`src/rtl/adcf_pkg.sv`:
```
package adcf_pkg;

    // Sequencer states of the capture controller
    typedef enum logic [3:0] {
        ST_IDLE,
        ST_SETTLE_HI,
        ST_SETTLE_LO,
        ST_SYNC_LO,
        ST_WAIT_HI,
        ST_WAIT_LO,
        ST_BIT_HI,
        ST_BIT_LO,
        ST_PRESENT
    } cap_state_e;

    localparam int unsigned DEF_CHANNELS = 8;
    localparam int unsigned DEF_SAMPLE_W = 24;
    localparam int unsigned DEF_CNT_W    = 16;
    localparam int unsigned DEF_RUN_W    = 2;

    // States whose duration is set by the phase timer
    function automatic logic is_timed(cap_state_e s);
        return (s == ST_SETTLE_HI) || (s == ST_SETTLE_LO) || (s == ST_SYNC_LO) ||
               (s == ST_BIT_HI)    || (s == ST_BIT_LO);
    endfunction

    // States in which the serial clock is high
    function automatic logic clock_high(cap_state_e s);
        return (s == ST_SETTLE_HI) || (s == ST_BIT_HI);
    endfunction

    // Sync is high whenever a run is active, apart from its low pulse
    function automatic logic sync_level(cap_state_e s);
        return (s != ST_IDLE) && (s != ST_SYNC_LO);
    endfunction

    // Half-period reload value, with a zero count forced to one cycle
    function automatic logic [DEF_CNT_W-1:0] half_reload(logic [DEF_CNT_W-1:0] half);
        return (half == '0) ? '0 : half - DEF_CNT_W'(1);
    endfunction

endpackage

```
`src/rtl/adcf_phase_timer.sv`:
```
module adcf_phase_timer #(
    parameter int unsigned CNT_W = 16
) (
    input  logic             clk,
    input  logic             rst,
    input  logic             start,
    input  logic [CNT_W-1:0] load_val,
    output logic             done,
    output logic             first
);
    logic [CNT_W-1:0] cnt;
    logic [CNT_W-1:0] top_q;

    always_ff @(posedge clk) begin
        if (rst) begin
            cnt   <= '0;
            top_q <= '0;
        end else if (start) begin
            cnt   <= load_val;
            top_q <= load_val;
        end else if (cnt != '0) begin
            cnt <= cnt - CNT_W'(1);
        end
    end

    assign done  = (cnt == '0);
    assign first = (cnt == top_q);


    phase_count_chk: assert property (@(posedge clk) disable iff (rst)
        (!start && cnt != '0) |=> (cnt < $past(cnt)));

endmodule

```
`src/rtl/adcf_shifter.sv`:
```
module adcf_shifter #(
    parameter int unsigned WIDTH = 24
) (
    input  logic             clk,
    input  logic             rst,
    input  logic             clr,
    input  logic             shift_en,
    input  logic             din,
    output logic [WIDTH-1:0] q
);
    always_ff @(posedge clk) begin
        if (rst || clr) begin
            q <= '0;
        end else if (shift_en) begin
            q <= {q[WIDTH-2:0], din};
        end
    end


    shift_in_chk: assert property (@(posedge clk) disable iff (rst)
        (shift_en && !clr) |=> (q[0] == $past(din)));

endmodule

```
`src/rtl/adcf_group_power.sv`:
```
module adcf_group_power #(
    parameter int unsigned GROUPS = 8
) (
    input  logic              clk,
    input  logic              rst,
    input  logic              clear,
    input  logic              load,
    input  logic [GROUPS-1:0] word,
    output logic [GROUPS-1:0] pd
);
    always_ff @(posedge clk) begin
        if (rst || clear) begin
            pd <= '0;
        end else if (load) begin
            pd <= word;
        end
    end


    pd_hold_chk: assert property (@(posedge clk) disable iff (rst)
        (!load && !clear) |=> $stable(pd));

endmodule

```
`src/rtl/adc_frame_capture.sv`:
```
module adc_frame_capture
    import adcf_pkg::*;
#(
    parameter int unsigned CHANNELS = DEF_CHANNELS,
    parameter int unsigned SAMPLE_W = DEF_SAMPLE_W,
    parameter int unsigned CNT_W    = DEF_CNT_W,
    parameter int unsigned RUN_W    = DEF_RUN_W,
    parameter int unsigned RUN_CODE = 1
) (
    input  logic                         clk,
    input  logic                         rst,
    input  logic [RUN_W-1:0]             run_code,
    input  logic [CNT_W-1:0]             clk_half,
    input  logic [CNT_W-1:0]             settle_pulses,
    input  logic [CHANNELS-1:0]          pd_word,
    input  logic                         cfg_load,
    input  logic                         adc_drdy,
    input  logic                         adc_dout,
    output logic                         adc_sclk,
    output logic                         adc_sync,
    output logic [CHANNELS-1:0]          pd_out,
    output logic                         word_valid,
    input  logic                         word_ready,
    output logic [CHANNELS+SAMPLE_W-1:0] word_data
);
    localparam int unsigned WORD_W    = CHANNELS + SAMPLE_W;
    localparam int unsigned CH_IDX_W  = (CHANNELS > 1) ? $clog2(CHANNELS) : 1;
    localparam int unsigned BIT_IDX_W = $clog2(SAMPLE_W);

    cap_state_e cur, nxt;

    logic                 run_go;
    logic [CNT_W-1:0]     reload_q;
    logic [CNT_W-1:0]     reload_fresh;
    logic [CNT_W-1:0]     reload_use;
    logic [CNT_W-1:0]     pulses_left;
    logic [BIT_IDX_W-1:0] bit_idx;
    logic [CH_IDX_W-1:0]  ch_idx;
    logic                 last_bit;
    logic                 last_ch;
    logic                 ph_start;
    logic                 ph_done;
    logic                 ph_first;
    logic                 shift_en;
    logic                 leaving_idle;
    logic                 entering_idle;
    logic [SAMPLE_W-1:0]  sample_q;
    logic [CHANNELS-1:0]  tag;

    assign run_go       = (run_code == RUN_W'(RUN_CODE));
    assign reload_fresh = (clk_half == '0) ? '0 : clk_half - CNT_W'(1);
    assign reload_use   = (cur == ST_IDLE) ? reload_fresh : reload_q;
    assign last_bit     = (bit_idx == BIT_IDX_W'(SAMPLE_W - 1));
    assign last_ch      = (ch_idx == CH_IDX_W'(CHANNELS - 1));
    assign leaving_idle = (cur == ST_IDLE) && (nxt != ST_IDLE);
    assign entering_idle = (cur != ST_IDLE) && (nxt == ST_IDLE);

    // Next-state decode
    always_comb begin
        nxt = cur;
        case (cur)
            ST_IDLE:
                if (run_go) nxt = (settle_pulses != '0) ? ST_SETTLE_HI : ST_SYNC_LO;
            ST_SETTLE_HI:
                if (ph_done) nxt = ST_SETTLE_LO;
            ST_SETTLE_LO:
                if (ph_done) nxt = (pulses_left <= CNT_W'(1)) ? ST_SYNC_LO : ST_SETTLE_HI;
            ST_SYNC_LO:
                if (ph_done) nxt = ST_WAIT_HI;
            ST_WAIT_HI:
                if (!run_go) nxt = ST_IDLE;
                else if (adc_drdy) nxt = ST_WAIT_LO;
            ST_WAIT_LO:
                if (!run_go) nxt = ST_IDLE;
                else if (!adc_drdy) nxt = ST_BIT_HI;
            ST_BIT_HI:
                if (ph_done) nxt = ST_BIT_LO;
            ST_BIT_LO:
                if (ph_done) nxt = last_bit ? ST_PRESENT : ST_BIT_HI;
            ST_PRESENT:
                if (word_ready) nxt = last_ch ? ST_WAIT_HI : ST_BIT_HI;
            default:
                nxt = ST_IDLE;
        endcase
    end

    assign ph_start = is_timed(nxt) && (nxt != cur);
    assign shift_en = (cur == ST_BIT_LO) && ph_first;

    always_ff @(posedge clk) begin
        if (rst) begin
            cur         <= ST_IDLE;
            reload_q    <= '0;
            pulses_left <= '0;
            bit_idx     <= '0;
            ch_idx      <= '0;
        end else begin
            cur <= nxt;
            if (leaving_idle) begin
                reload_q    <= reload_fresh;
                pulses_left <= settle_pulses;
            end else if (cur == ST_SETTLE_LO && ph_done) begin
                pulses_left <= pulses_left - CNT_W'(1);
            end
            if (cur == ST_IDLE) begin
                bit_idx <= '0;
                ch_idx  <= '0;
            end else begin
                if (cur == ST_BIT_LO && ph_done)
                    bit_idx <= last_bit ? '0 : bit_idx + BIT_IDX_W'(1);
                if (cur == ST_PRESENT && word_ready)
                    ch_idx <= last_ch ? '0 : ch_idx + CH_IDX_W'(1);
            end
        end
    end

    adcf_phase_timer #(.CNT_W(CNT_W)) u_timer (
        .clk      (clk),
        .rst      (rst),
        .start    (ph_start),
        .load_val (reload_use),
        .done     (ph_done),
        .first    (ph_first)
    );

    adcf_shifter #(.WIDTH(SAMPLE_W)) u_shift (
        .clk      (clk),
        .rst      (rst),
        .clr      (cur == ST_IDLE),
        .shift_en (shift_en),
        .din      (adc_dout),
        .q        (sample_q)
    );

    adcf_group_power #(.GROUPS(CHANNELS)) u_power (
        .clk   (clk),
        .rst   (rst),
        .clear (entering_idle),
        .load  (leaving_idle && cfg_load),
        .word  (pd_word),
        .pd    (pd_out)
    );

    assign tag        = CHANNELS'(1) << ch_idx;
    assign adc_sclk   = clock_high(cur);
    assign adc_sync   = sync_level(cur);
    assign word_valid = (cur == ST_PRESENT);
    assign word_data  = {tag, sample_q};

    // Checker-only run length of the serial clock high phase
    logic [CNT_W-1:0] hi_run;
    always_ff @(posedge clk) begin
        if (rst) hi_run <= '0;
        else     hi_run <= adc_sclk ? hi_run + CNT_W'(1) : '0;
    end


    sclk_len_chk: assert property (@(posedge clk) disable iff (rst)
        adc_sclk |-> (hi_run <= reload_q));


    stall_hold_chk: assert property (@(posedge clk) disable iff (rst)
        (word_valid && !word_ready) |=> (word_valid && $stable(word_data)));


    no_clk_present_chk: assert property (@(posedge clk) disable iff (rst)
        word_valid |-> !adc_sclk);


    tag_onehot_chk: assert property (@(posedge clk) disable iff (rst)
        word_valid |-> ($countones(word_data[WORD_W-1:SAMPLE_W]) == 1));


    drdy_qual_chk: assert property (@(posedge clk) disable iff (rst)
        (cur == ST_WAIT_LO) |-> $past(adc_drdy));


    sync_quiet_chk: assert property (@(posedge clk) disable iff (rst)
        (!adc_sync && cur != ST_IDLE) |-> !adc_sclk);


    idle_clear_chk: assert property (@(posedge clk) disable iff (rst)
        (cur == ST_IDLE) |-> (pd_out == '0 && !word_valid));

endmodule

```
`config.mk`:
```
export PLATFORM = sky130hd
export DESIGN_NAME = adc_frame_capture
export DESIGN_NICKNAME = d
export VERILOG_FILES = /design/src/rtl/adcf_pkg.sv /design/src/rtl/adcf_phase_timer.sv /design/src/rtl/adcf_shifter.sv /design/src/rtl/adcf_group_power.sv /design/src/rtl/adc_frame_capture.sv
export SDC_FILE = /design/constraint.sdc
export NUM_CORES = 1
export LEC_CHECK = 0
export BUFFER_PORTS_ARGS = -buffer_cell sky130_fd_sc_hd__buf_2
export CORE_UTILIZATION = 60
export CTS_BUF_LIST = sky130_fd_sc_hd__clkbuf_2
export CTS_CLUSTER_SIZE = 12
export DETAILED_ROUTE_END_ITERATION = 16
export PLACE_DENSITY = 0.84
export SKIP_CTS_REPAIR_TIMING = 1
export SLEW_MARGIN = 5
export SYNTH_ARGS = -nofsm -noshare
export SYNTH_HDL_FRONTEND = slang
export SYNTH_HIERARCHICAL = 1
export SYNTH_SLANG_ARGS = --single-unit
```
`constraint.sdc`:
```
create_clock -name clk -period 9.8 [get_ports clk]
set_clock_uncertainty 0.2 [all_clocks]
set_input_delay 0.49 -clock clk [delete_from_list [all_inputs] [get_ports clk]]
set_output_delay 0.49 -clock clk [all_outputs]
set_load 0.005 [all_outputs]
```
Word-level counts from Yosys, hierarchy flattened
Cells that the tools add are included.
{ "word_totals": {"elab_cells": 86, "ff_bits": 108, "output_inout_bits": 43, "in_bits": 48} }
{ "classes": {"shifts": 1, "order_cmp": 1, "reduce_logical": 27, "muxes": 24, "add_sub_neg": 5, "eq_ne": 19} }
{ "op_table": {"columns": ["cell", "n"], "rows": [
  ["two-way mux 16 bit", 6],
  ["two-way mux 4 bit", 12],
  ["subtractor 16 x 1 -> 16 bit, second input constant", 3],
  ["case mux 4 bit (9 select lines)", 1],
  ["logical NOT 16 bit", 2],
  ["nonzero test 16 bit", 2],
  ["equality test 4 x 3 -> 1 bit, second input constant", 6],
  ["equality test 16 bit", 1],
  ["equality test 4 x 2 -> 1 bit, second input constant", 4],
  ["<= comparator 16 x 1 -> 1 bit, second input constant", 1],
  ["logical AND 1 bit", 9],
  ["equality test 4 x 1 -> 1 bit, second input constant", 2],
  ["logical NOT 4 bit", 2],
  ["nonzero test 4 bit", 2],
  ["left shift 1 x 3 -> 8 bit, first input constant", 1],
  ["logical OR 1 bit", 7],
  ["two-way mux 2 bit", 3],
  ["adder 5 x 1 -> 5 bit, second input constant", 1],
  ["equality test 5 bit, second input constant", 1],
  ["two-way mux 5 bit", 1],
  ["equality test 4 bit, second input constant", 1],
  ["!= test 4 x 2 -> 1 bit, second input constant", 1],
  ["!= test 4 bit", 1],
  ["nonzero test 2 bit", 2],
  ["5 further kinds", 5]
]} }

Logic depth before layout (Yosys ltp)
{ "depth": {"word_depth": 11, "depth_mapped": 16, "depth_no_buf": 13} }

Hierarchy
The synthesis kept the hierarchy.
{ "by_module_without_submodules": {"columns": ["mod", "instances", "area_per_inst_um2", "cells_each", "seq_area_each_um2"], "rows": [
  ["adc_frame_capture", 1, 3056.7, 410, 880.8],
  ["adcf_phase_timer", 1, 1620.3, 186, 640.6],
  ["adcf_shifter", 1, 867.1, 79, 480.5],
  ["adcf_group_power", 1, 295.3, 27, 160.2]
]} }

Worst setup path after synthesis
OpenSTA, ideal clock, no wires.
{ "synth_timing": {"kind": "register to register", "startpoint": "register u_timer.cnt[3]", "endpoint": "register u_timer.cnt[1]", "path_buffers": 3, "arrival_time_ns": 3.294, "setup_ns": 0.069, "stages_incl_launch_ff": 15, "slack_ns": 6.237, "synth_period_minus_slack_ns": 3.563, "required_time_ns": 9.531, "path_cell_list": "dfxtp_1 -> or4_1 -> buf_6 -> and4bb_4 -> buf_6 -> and3b_1 -> a311oi_1 -> o22ai_1 -> a41o_1 -> a31oi_1 -> o21ai_0 -> clkbuf_1 -> a2111oi_0 -> a31oi_1 -> o21ai_1"} }
{ "synth_between": {"elab_chain_cells": 10, "word_cells_on_any_way": 21, "cone_classes": "eq/ne: 6; mux: 7; reduce/logical: 8"} }
{ "synth_lines": {"columns": ["element", "line", "source"], "rows": [
  ["from (decl)", "adcf_phase_timer.sv:11", "logic [CNT_W-1:0] cnt;"],
  ["from (signal assigned)", "adcf_phase_timer.sv:19", "cnt <= load_val;"],
  ["from (signal assigned)", "adcf_phase_timer.sv:22", "cnt <= cnt - CNT_W'(1);"],
  ["logical NOT 16 bit (*)", "adcf_phase_timer.sv:26", "assign done = (cnt == '0);"],
  ["via ph_done", "adc_frame_capture.sv:42", "logic ph_done;"],
  ["two-way mux 4 bit (on tied branches)", null, null],
  ["case mux 4 bit (9 select lines) (*)", "adc_frame_capture.sv:61", "case (cur)"],
  ["equality test 4 x 1 -> 1 bit / equality test 4 x 2 -> 1 bit (equally long branches)", "adcf_pkg.sv:23", "return (s == ST_SETTLE_HI) || (s == ST_SETTLE_LO) || (s == ST_SYNC_LO) ||"],
  ["logical OR 1 bit (3 in a row)", "adcf_pkg.sv:23", null],
  ["logical OR 1 bit", "adcf_pkg.sv:24", "(s == ST_BIT_HI) || (s == ST_BIT_LO);"],
  ["logical AND 1 bit (*)", "adc_frame_capture.sv:87", "assign ph_start = is_timed(nxt) && (nxt != cur);"],
  ["via ph_start", "adc_frame_capture.sv:41", "logic ph_start;"],
  ["two-way mux 16 bit / nonzero test 2 bit (equally long branches)", null, null]
]} }
Mark *: on every way through the listed nets, which the timed path passes. The rest lies on a longest branch.
A chain may end at the register's enable or synchronous reset.

Worst setup path in the final report
{ "layout_timing": {"startpoint": "register cur[2]", "endpoint": "register u_timer.cnt[8]"} }
{ "layout_between": {"elab_chain_cells": 10, "word_cells_on_any_way": 35, "cone_classes": "eq/ne: 14; mux: 14; reduce/logical: 7"} }
{ "layout_lines": {"columns": ["element", "line", "source"], "rows": [
  ["from (decl)", "adc_frame_capture.sv:30", "cap_state_e cur, nxt;"],
  ["from (signal assigned)", "adc_frame_capture.sv:98", "cur <= nxt;"],
  ["two-way mux 4 bit (on tied branches)", "adc_frame_capture.sv:75, adc_frame_capture.sv:72", null],
  ["two-way mux 4 bit (on tied branches)", "adc_frame_capture.sv:74, adc_frame_capture.sv:71", null],
  ["case mux 4 bit (9 select lines)", "adc_frame_capture.sv:61", null],
  ["equality test 4 x 1 -> 1 bit / equality test 4 x 2 -> 1 bit (equally long branches)", "adcf_pkg.sv:23", null],
  ["logical OR 1 bit (3 in a row)", "adcf_pkg.sv:23", null],
  ["logical OR 1 bit", "adcf_pkg.sv:24", null],
  ["logical AND 1 bit (*)", "adc_frame_capture.sv:87", null],
  ["via ph_start", "adc_frame_capture.sv:41", null],
  ["two-way mux 16 bit / nonzero test 2 bit (equally long branches)", null, null]
]} }
Marks and branches as above.

==> impl_metrics.toml <==
[global_routing]
grt_max_degree = 76
grt_usage = 0.265
grt_pass1_vias = 4764
grt_overflow = 0
grt_pass1_wl_um = 21600
grt_antenna_before_repair = 0

[timing]
finalCriticalPeriod_ps = 4340
fin_crit_sh = 0.443
setup_viol = 0
fin_setup_tns_ps = 0
rsz0062_at_grt = "no"
worst_slew_pin_slew_ps = 1030
hold_violations = 0
slew_headroom = 0.315
maxSlewViolCount = 0
post-route-worst-setup-slack_ps = 5460
holdWs_ps = 23.7
max_freq_ghz = 0.230

[power_and_ir_drop]
power_switching_share = 0.411
power_frac_seq = 0.416
report.power.total_mw = 1.41
leakage_nw = 2.59
power.density_nw_per_um2 = 213
pwr-share-comb = 0.428
clock_power_share = 0.155
p_int_mw = 0.833
p_switching_mw = 0.581
ir_drop_mv = 0.117

[floorplan]
ioPinCount = 91
dieWidth_um = 101
row_count = 35
core_sq_um = 9330
die_h_um = 101
start_util = 0.626
dieArea_sq_um = 10100

[setup_path]
cp.required_ps = 10150
cp_slowest_cell = "dfxtp_1"
cp_max_fo = 39
critPathBufInv = 3
startpoint = "cur[2]"
criticalPathCategory = "reg2reg"
crit_top_cell = "buf_4"
slowest_delay_ps = 730
crit_chain = "nor3_1 > nand2b_1 > inv_1 > nand2_1 > buf_4 > nor2_1 > a41o_1 > a31oi_1 > o21ai_2 > buf_4 > or3_1 > o22ai_1"
crit_family = "simple AND/OR/NAND/NOR gates"
endpoint_kind = "flip-flop"
r2r-start = "cur[2]"
worstPathArrival_ps = 4690
crit_path_start_kind = "flip-flop"

[synthesis]
synth_fp_nets = 761
synth_mux_area_frac = 0.0731
ys_dominant_reg_cell = "dfxtp_1"
synth_top_family_by_area = "simple AND/OR/NAND/NOR gates"
synthSimpleGateAreaFrac = 0.299
synthArstFlopShare = 0
syn_avg_cell_area_sq_um = 8.32
synth_adder_area_share = 0.0236
synth_cell_types = 70
syn_inst = 702
yosysWarningCount = 6
synth_edf_count = 0
synth_top_area_share = 0.370
ys_top_cells_by_area = "dfxtp_1 37%, mux2i_1 6.9%, nand2_1 6.2%"
synthXorXnorAreaFrac = 0.0675
synth_compound_area_frac = 0.119
yosysSeqAreaShare = 0.370
yosys_register_bits = 108
synth_area_leader_cell = "dfxtp_1"
netlist_area_sq_um = 5840

[drt]
viasPerCell = 5.78
dr_total_vias = 5346
wl_per_cell_um = 14.8
antenna_left = 0
dr.pass1.iters = 7
route.detailed.drc = 0
finalWirelength_um = 13700
drtIter0Drc = 382

[run_status]
status = "complete, no violations"

[clock_tree]
cts_tree = "built"
cts-root-buf = "clkbuf_2"
worstSkewPairLatency_ps = 610
clk_pin_slew_ps = 310
cts_made_buffers = 9
clock_path_buffers = 2
clock-sinks = 108
htreeDepth = 3

[cells_and_area]
fin_cells = 925
drive_gt1_frac = 0.167
final_util = 0.711
diodes = 0
syn_to_final_growth_pct = 13.5
nFillCells = 747
nets = 850
final_area_sq_um = 6630

[placed_design]
portBuffers = 90
dp.cells = 885
placed_cell_area_sq_um = 6260
gp_congestion = 0.866
dp_slack_ps = 5640
hpwl_um = 9540

[worst_hold_path]
hold_start = "settle_pulses[5]"
hp-class = "in2reg"

[job]
drv_cap = 0
[sequential cells by signal, indices dropped and copies added, names as in the netlist]
register,count
u_power/pd,8
u_timer/cnt,16
u_shift/q,24
cur,4
bit_idx,5
reload_q,16
pulses_left,16
u_timer/top_q,16
ch_idx,3
[worst min-delay path: cells and delay by family]
family / cells / cell delay [ps]
AOI/OAI and AO/OA: 1 / 70
buffers and inverters: 1 / 110
and+or+nand+nor: 1 / 130
[layer usage]
| layer | GRT usage | vias to the layer above | wire length, um |
|---|---|---|---|
| met4 | 0.0925 | 0 | 234 |
| met3 | 0.0423 | 22 | 820 |
| met5 | 0 | - | 0 |
| met2 | 0.445 | 205 | 6710 |
| li1 | - | 2622 | - |
| met1 | 0.346 | 2497 | 5960 |
[worst paths after layout]
check | end | slack, ps | cells past startpoint
worst max-delay path | u_timer/cnt[8] | 5460 | 12
worst max register to register | u_timer/cnt[8] | 5460 | 12
worst min-delay path | pulses_left[5] | 20 | 3
worst min register to register | reload_q[11] | 280 | 2
[layout make-up]
class	count	area [sq um]	share of cell area
inverters	14	52.6	0.00793
repair buffers	118	721	0.109
clock inverters	7	82.6	0.0125
well taps	129	161	0.0244
clock buffers	9	45.0	0.00680
multi-input cells	540	3400	0.513
flip-flops and latches	108	2160	0.326
[synthesized netlist by cell type (all sizes together), types with 2 or more instances]
master,n
o22ai,8
mux2,2
nand2b,22
o221a,2
xor2,15
nand4,9
and2,5
a21oi,50
buf,20
nand2,97
inv,14
nor2,94
or3b,2
a31oi,5
and3b,2
nand3b,8
nor3b,4
nor4b,2
nor4,14
dfxtp,108
a32oi,2
or4,7
and4b,2
mux2i,40
or2,4
nor3,19
nand3,8
nor2b,13
nand4b,5
a211oi,12
or3,7
and3,5
a22oi,3
o21ai,11
o31ai,5
xnor2,30
ha,11
clkbuf,20
[cells by family after synthesis]
group                    Yosys count
XOR/XNOR                          45
adder cells (fa/ha/maj)           11
buffers and inverters             54
AND/OR/NAND/NOR                  335
flip-flops                       108
multiplexers                      42
AO/OA/AOI/OAI                    107
[cells in the final DEF (no fill, tap or decap), types with 15 or more instances in the layout]
cell,count
dfxtp_1,108
nand2_1,97
nor2_1,93
buf_2,90
a21oi_1,49
mux2i_1,40
xnor2_1,30
dlygate4sd3_1,24
nand2b_1,22
nor3_1,18
xor2_1,15
[power by group through the flow]
stage                     registers, mW  clock network [mW]  logic [mW]
after floorplan                   0.574                   0       0.493
after CTS                         0.587               0.223       0.588
final                             0.589               0.220       0.605
after detailed placement          0.596                   0       0.584
after global placement            0.589                   0       0.568
after global routing              0.598               0.238       0.662
No activity file was read; power rests on OpenSTA's default activity.
